===== config.mk =====
export PLATFORM = sky130hd
export DESIGN_NAME = burst_col_seq
export DESIGN_NICKNAME = d
export VERILOG_FILES = /design/src/rtl/bcs_pkg.sv /design/src/rtl/bcs_ctrl.sv /design/src/rtl/bcs_addr_gen.sv /design/src/rtl/burst_col_seq.sv
export SDC_FILE = /design/constraint.sdc
export NUM_CORES = 1
export LEC_CHECK = 0
export BUFFER_PORTS_ARGS = -buffer_cell sky130_fd_sc_hd__buf_4
export CAP_MARGIN = 20
export CORE_MARGIN = 4
export CORE_UTILIZATION = 52
export CTS_CLUSTER_DIAMETER = 120
export DETAILED_ROUTE_END_ITERATION = 12
export HOLD_SLACK_MARGIN = 0.05
export PLACE_DENSITY = 0.8
export SLEW_MARGIN = 20
export SYNTH_ARGS = -nofsm -noshare
export SYNTH_HDL_FRONTEND = slang
export SYNTH_SLANG_ARGS = --single-unit

===== constraint.sdc =====
create_clock -name clk -period 3.2 [get_ports clk]
set_input_delay 0.16 -clock clk [delete_from_list [all_inputs] [get_ports clk]]
set_output_delay 0.16 -clock clk [all_outputs]
set_load 0.02 [all_outputs]

===== src/rtl/bcs_pkg.sv =====
// Package: shared command codes and wrap-order type for the burst column
// sequencer. Assumes a 3-bit command bus; undefined codes act as no-ops.
package bcs_pkg;

    typedef enum logic [2:0] {
        CMD_NOP  = 3'd0,
        CMD_RD   = 3'd1,
        CMD_WR   = 3'd2,
        CMD_BST  = 3'd3,
        CMD_PRE  = 3'd4
    } cmd_e;

    typedef enum logic {
        WRAP_SEQ = 1'b0,
        WRAP_INT = 1'b1
    } wrap_e;

    // True for a command that starts a burst.
    function automatic logic is_access(input logic [2:0] c);
        return (c == CMD_RD) || (c == CMD_WR);
    endfunction

    // True for a command that ends a running burst early.
    function automatic logic is_stop(input logic [2:0] c);
        return (c == CMD_BST) || (c == CMD_PRE);
    endfunction

endpackage


===== src/rtl/bcs_ctrl.sv =====
// Burst controller: decodes commands, holds the captured burst parameters
// and the beat counter, and selects either the live command inputs (beat 0)
// or the stored state (later beats) for the address generator.
// Assumes commands are one cycle wide and that the burst length code does
// not exceed the counter width.
module bcs_ctrl
    import bcs_pkg::*;
#(
    parameter int COL_W     = 9,
    parameter int BL_CODE_W = 2
) (
    input  logic                 clk,
    input  logic                 rst_n,
    input  logic [2:0]           cmd_i,
    input  logic [COL_W-1:0]     col_i,
    input  logic [BL_CODE_W-1:0] blen_i,
    input  logic                 wrap_i,
    output logic [COL_W-1:0]     sel_base_o,
    output logic [(2**BL_CODE_W)-2:0] sel_mask_o,
    output logic [(2**BL_CODE_W)-2:0] sel_cnt_o,
    output logic                 sel_mode_o,
    output logic                 beat_o,
    output logic                 last_o,
    output logic                 abort_o
);
    localparam int CNT_W = (2**BL_CODE_W) - 1;

    logic             act_q;
    logic [COL_W-1:0] base_q;
    logic [CNT_W-1:0] mask_q;
    logic [CNT_W-1:0] cnt_q;
    logic             mode_q;

    logic [CNT_W-1:0] cmd_mask;
    logic             start_burst;
    logic             stop_burst;
    logic             beat_last;

    // Window mask for the incoming length code: (2^code) - 1.
    always_comb begin
        cmd_mask = (CNT_W'(1) << blen_i) - CNT_W'(1);
    end

    // Classify this cycle: new burst, early stop, or continuing beat.
    always_comb begin
        start_burst = rst_n && is_access(cmd_i);
        stop_burst  = rst_n && !start_burst && act_q && is_stop(cmd_i);
        beat_last   = start_burst ? (cmd_mask == '0) : (cnt_q == mask_q);
    end

    // Steer command inputs for beat 0, stored state for later beats.
    always_comb begin
        sel_base_o = start_burst ? col_i    : base_q;
        sel_mask_o = start_burst ? cmd_mask : mask_q;
        sel_cnt_o  = start_burst ? '0       : cnt_q;
        sel_mode_o = start_burst ? wrap_i   : mode_q;
        beat_o     = start_burst || (rst_n && act_q && !stop_burst);
        last_o     = beat_o && beat_last;
        abort_o    = stop_burst;
    end

    // Capture burst parameters and advance the beat counter.
    always_ff @(posedge clk) begin
        if (!rst_n) begin
            act_q  <= 1'b0;
            base_q <= '0;
            mask_q <= '0;
            cnt_q  <= '0;
            mode_q <= 1'b0;
        end else if (start_burst) begin
            act_q  <= (cmd_mask != '0);
            base_q <= col_i;
            mask_q <= cmd_mask;
            cnt_q  <= CNT_W'(1);
            mode_q <= wrap_i;
        end else if (stop_burst) begin
            act_q  <= 1'b0;
        end else if (act_q) begin
            act_q  <= !beat_last;
            cnt_q  <= cnt_q + CNT_W'(1);
        end
    end

endmodule


===== src/rtl/bcs_addr_gen.sv =====
// Address generator: forms the beat column from the start column, the beat
// number, the window mask and the wrap order. Bits inside the window take
// the wrapped value; bits outside pass the start column through. Output is
// forced to zero when no beat is valid. Purely combinational.
module bcs_addr_gen #(
    parameter int COL_W = 9,
    parameter int CNT_W = 3
) (
    input  logic [COL_W-1:0] base_i,
    input  logic [CNT_W-1:0] mask_i,
    input  logic [CNT_W-1:0] cnt_i,
    input  logic             mode_i,
    input  logic             en_i,
    output logic [COL_W-1:0] col_o
);
    logic [CNT_W-1:0] seq_lo;
    logic [CNT_W-1:0] int_lo;
    logic [CNT_W-1:0] wrap_lo;
    logic [COL_W-1:0] addr;

    // Compute both wrap orders and pick one.
    always_comb begin
        seq_lo  = base_i[CNT_W-1:0] + cnt_i;
        int_lo  = base_i[CNT_W-1:0] ^ cnt_i;
        wrap_lo = mode_i ? int_lo : seq_lo;
    end

    // Per bit: window bits take the wrapped value, others hold the start.
    for (genvar b = 0; b < COL_W; b++) begin : g_bit
        if (b < CNT_W) begin : g_win
            assign addr[b] = mask_i[b] ? wrap_lo[b] : base_i[b];
        end else begin : g_hold
            assign addr[b] = base_i[b];
        end
    end

    // Blank the bus when no beat is presented.
    always_comb begin
        col_o = en_i ? addr : '0;
    end

endmodule


===== src/rtl/burst_col_seq.sv =====
// Top: SDRAM burst column address sequencer. Beat 0 is presented in the
// command cycle; later beats follow one per clock. Assumes a synchronous
// active-low reset held for at least one clock edge.
module burst_col_seq #(
    parameter int COL_W     = 9,
    parameter int BL_CODE_W = 2
) (
    input  logic                 clk,
    input  logic                 rst_n,
    input  logic [2:0]           cmd_i,
    input  logic [COL_W-1:0]     col_i,
    input  logic [BL_CODE_W-1:0] blen_i,
    input  logic                 wrap_i,
    output logic [COL_W-1:0]     col_o,
    output logic                 beat_vld_o,
    output logic                 last_o,
    output logic                 abort_o
);
    localparam int CNT_W = (2**BL_CODE_W) - 1;

    logic [COL_W-1:0] sel_base;
    logic [CNT_W-1:0] sel_mask;
    logic [CNT_W-1:0] sel_cnt;
    logic             sel_mode;
    logic             beat;

    bcs_ctrl #(.COL_W(COL_W), .BL_CODE_W(BL_CODE_W)) u_ctrl (
        .clk        (clk),
        .rst_n      (rst_n),
        .cmd_i      (cmd_i),
        .col_i      (col_i),
        .blen_i     (blen_i),
        .wrap_i     (wrap_i),
        .sel_base_o (sel_base),
        .sel_mask_o (sel_mask),
        .sel_cnt_o  (sel_cnt),
        .sel_mode_o (sel_mode),
        .beat_o     (beat),
        .last_o     (last_o),
        .abort_o    (abort_o)
    );

    bcs_addr_gen #(.COL_W(COL_W), .CNT_W(CNT_W)) u_addr (
        .base_i (sel_base),
        .mask_i (sel_mask),
        .cnt_i  (sel_cnt),
        .mode_i (sel_mode),
        .en_i   (beat),
        .col_o  (col_o)
    );

    assign beat_vld_o = beat;

endmodule


==> impl_metrics.tcl <==
set metrics [dict create \
    seq_area_frac_synth_pct 33.2 \
    post-cts-setup-buffer-count 0 \
    tritoncts "built" \
    fp.coreArea_um2 1800 \
    comb_power_share_pct 24.0 \
    drt-vias-per-instance 5.06 \
    fin_crit_sh_pct 85.3 \
    yosysWarningCount 0 \
    root_buffer "clkbuf_4" \
    num_antenna_cells 0 \
    period_needed_ns 2.73 \
    ant_nets 0 \
    hold_violations 0 \
    area_growth_pct 23.4 \
    cts_resized 0 \
    slew-limit-headroom_pct 54.1 \
    die_w_um 52.4 \
    synth_flop_cell "dfxtp_1" \
    vdd.ir_drop.worst_mv 0.325 \
    cts_buffers 3 \
    tns_ns 0 \
    hpwlAfterDp_mm 1.53 \
    final_core_util_pct 70.3 \
    cts.htree.levels 1 \
    clkSinkCount 17 \
    ys_top_cells_by_area "dfxtp_1 (33%), mux2i_1 (11%), nor2b_1 (7.9%)" \
    path_cells "buf_4, xor2_1, nand3b_2, mux2_4, ha_1, fa_1, nand2b_1, xnor2_1, nand2_1, xor2_1, a211oi_1, buf_4" \
    grt_use_total_pct 16.2 \
    grt_pass1_vias 799 \
    io_buffers 28 \
    gp_congestion 0.777 \
    layout-drive-gt1-share_pct 31.9 \
    wire_per_inst_um 12.5 \
    wl_mm 2.01 \
    clockPowerShare_pct 25.6 \
    layout_setup_ws_ns 0.470 \
    cp.arrival_ns 2.57 \
    num-nets-final 157 \
    clock.fmax_ghz 0.366 \
    hp-class "in -> reg" \
    vias 809 \
    crit_path_max_incr_delay_ns 0.39 \
    synth_area_um2 1030 \
    power_frac_seq_pct 50.4 \
    rows 15 \
    grt_antenna_before_repair 0 \
    switchingPower_w 0.000133 \
    yosys.area.top_type "dfxtp_1" \
    setup_viol 0 \
    critPathRequiredTime_ns 3.04 \
    drt-pass1-iter-count 3 \
    rsz0062_at_grt "no" \
    internal_power_w 0.000328 \
    critPathCaptureType "output pin" \
    drt_iter0_drc 5 \
    synthCells 107 \
    die_y_um 52.4 \
    switching_share_pct 28.8 \
    critPathKind "in -> out" \
    worstPathMaxFanout 10 \
    initial_core_util_pct 56.9 \
    synth_top_area_share_pct 33.2 \
    clk_pin_slew_ns 0.11 \
    start_kind "input pin" \
    drv_cap 0 \
    grt_overflow 0 \
    synth_seq_cells 17 \
    synth.distinct_cells 37 \
    critPathSlowestCell "fa_1" \
    place_ws_ns 0.478 \
    pin_count 29 \
    p_leak_nw 0.548 \
    slew_violations 0 \
    ctsHoldBuffers 0 \
    die_area_um2 2750 \
    async_flop_share_pct 0 \
    grt_max_degree 20 \
    grt_first_pass_wirelength_mm 3.35 \
    power.density_nw_per_um2 364 \
    outcome "complete, no violations" \
    synth_edf_count 0 \
    tightest_slew_ns 0.688 \
    synthesis.nets 128 \
    place_area_um2 1240 \
    clock_latency_ns 0.29 \
    design_area_um2 1270 \
    syn_area_per_cell_um2 9.59 \
    skew_ns 0.0107 \
    drc 0 \
    clockBufferDepth 2 \
]
-- worst max-delay path: cells and delay by family --
family	cells	cell delay, ns
adders and majority gates	2	0.59
AOI/OAI and AO/OA	1	0.23
muxes	1	0.37
xor gates and xnor gates	3	0.47
buffers and inverters	2	0.31
and+or+nand+nor	3	0.43
-- cell usage in the layout, fill, tap and decap left out, types with 2 or more instances in the layout --
cell type  netlist  routed
nor2b_1         13      13
nand2b_1         3       3
buf_4            0      28
nor2_1           6       6
mux2_2           2       2
nand2_1          4       4
mux2i_1         11      11
nand3_1          3       3
dfxtp_1         17      17
a211oi_1         2       2
a21oi_1          2       2
and2b_1          2       2
xnor2_1          6       6
xor2_1           3       3
o21ai_0          2       2
ha_1             3       3
clkbuf_4         0       3
inv_1            2       2
and2_1           4       4
and2_2           2       2
-- registers in the layout, indices dropped and copies added, names as in the netlist --
signal,cells
u_ctrl.cnt_q,3
u_ctrl.act_q,1
u_ctrl.mode_q,1
u_ctrl.base_q,9
u_ctrl.mask_q,3
-- kinds of logic (layout without fill, tap and decap cells) --
family,count (synthesis),in the layout,synth area share (%)
multiplexers,14,14,14.4
XOR/XNOR,9,9,7.68
AND/OR/NAND/NOR,44,44,25.9
AO/OA/AOI/OAI,13,13,9.51
flip-flops,17,17,33.2
buffers and inverters,6,34,3.78
adder cells (fa/ha/maj),4,4,5.61
-- synth_stat cells, types with 2 or more instances --
cell type and n:
mux2_2 2, dfxtp_1 17, and2_1 4, mux2i_1 11, nor2b_1 13, and2_2 2, nand2b_1 3, buf_6 2
inv_1 2, o21ai_0 2, xor2_1 3, nand3_1 3, a211oi_1 2, a21oi_1 2, nand2_1 4, ha_1 3
nor2_1 6, and2b_1 2, xnor2_1 6
-- cell type report --
cell class | instances | area, um^2
clock buffer | 3 | 22.5
fill | 139 | 536
clock inverter | 1 | 7.51
inverter | 2 | 7.51
sequential | 17 | 340
multi-input combinational | 84 | 647
timing repair buffer | 28 | 210
tap | 25 | 31.3
-- path summary, 6_finish.rpt --
check / from / to / slack, ns / cells past startpoint
worst max-delay path: cmd_i[0] / col_o[2] / 0.47 / 12
worst min-delay path: col_i[2] / u_ctrl.base_q[2] / 0.13 / 3
worst max register to register: u_ctrl.act_q / u_ctrl.act_q / 1.87 / 5
worst min register to register: u_ctrl.cnt_q[1] / u_ctrl.cnt_q[1] / 0.52 / 2
-- per-layer routing --
layer	global-route usage (%)	up-vias	share of wire, %
met5	0	-	0
met1	18.9	373	47
met2	29.5	15	49
met3	4.56	2	3.6
li1	-	419	-
met4	2.55	0	0.45
-- metrics by stage --
stage,hold WS [ns],std cells,total power (W)
6_report,0.134,160,0.000461
3_3_place_gp,0.442,156,0.000345
3_5_place_dp,0.449,156,0.000348
5_1_grt,0.140,160,0.000486
2_1_floorplan,0.306,107,0.000313
4_1_cts,0.136,160,0.000465
-- power groups by stage --
| stage | Sequential [W] | Clock, W | Combinational (W) |
|---|---|---|---|
| 2_1_floorplan | 0.000234 | 0 | 0.0000785 |
| 3_3_place_gp | 0.000236 | 0 | 0.000109 |
| 3_5_place_dp | 0.000237 | 0 | 0.000111 |
| 4_1_cts | 0.000232 | 0.000121 | 0.000112 |
| 5_1_grt | 0.000233 | 0.000130 | 0.000123 |
| 6_report | 0.000232 | 0.000118 | 0.000111 |
No activity file was read; power rests on OpenSTA's default activity.
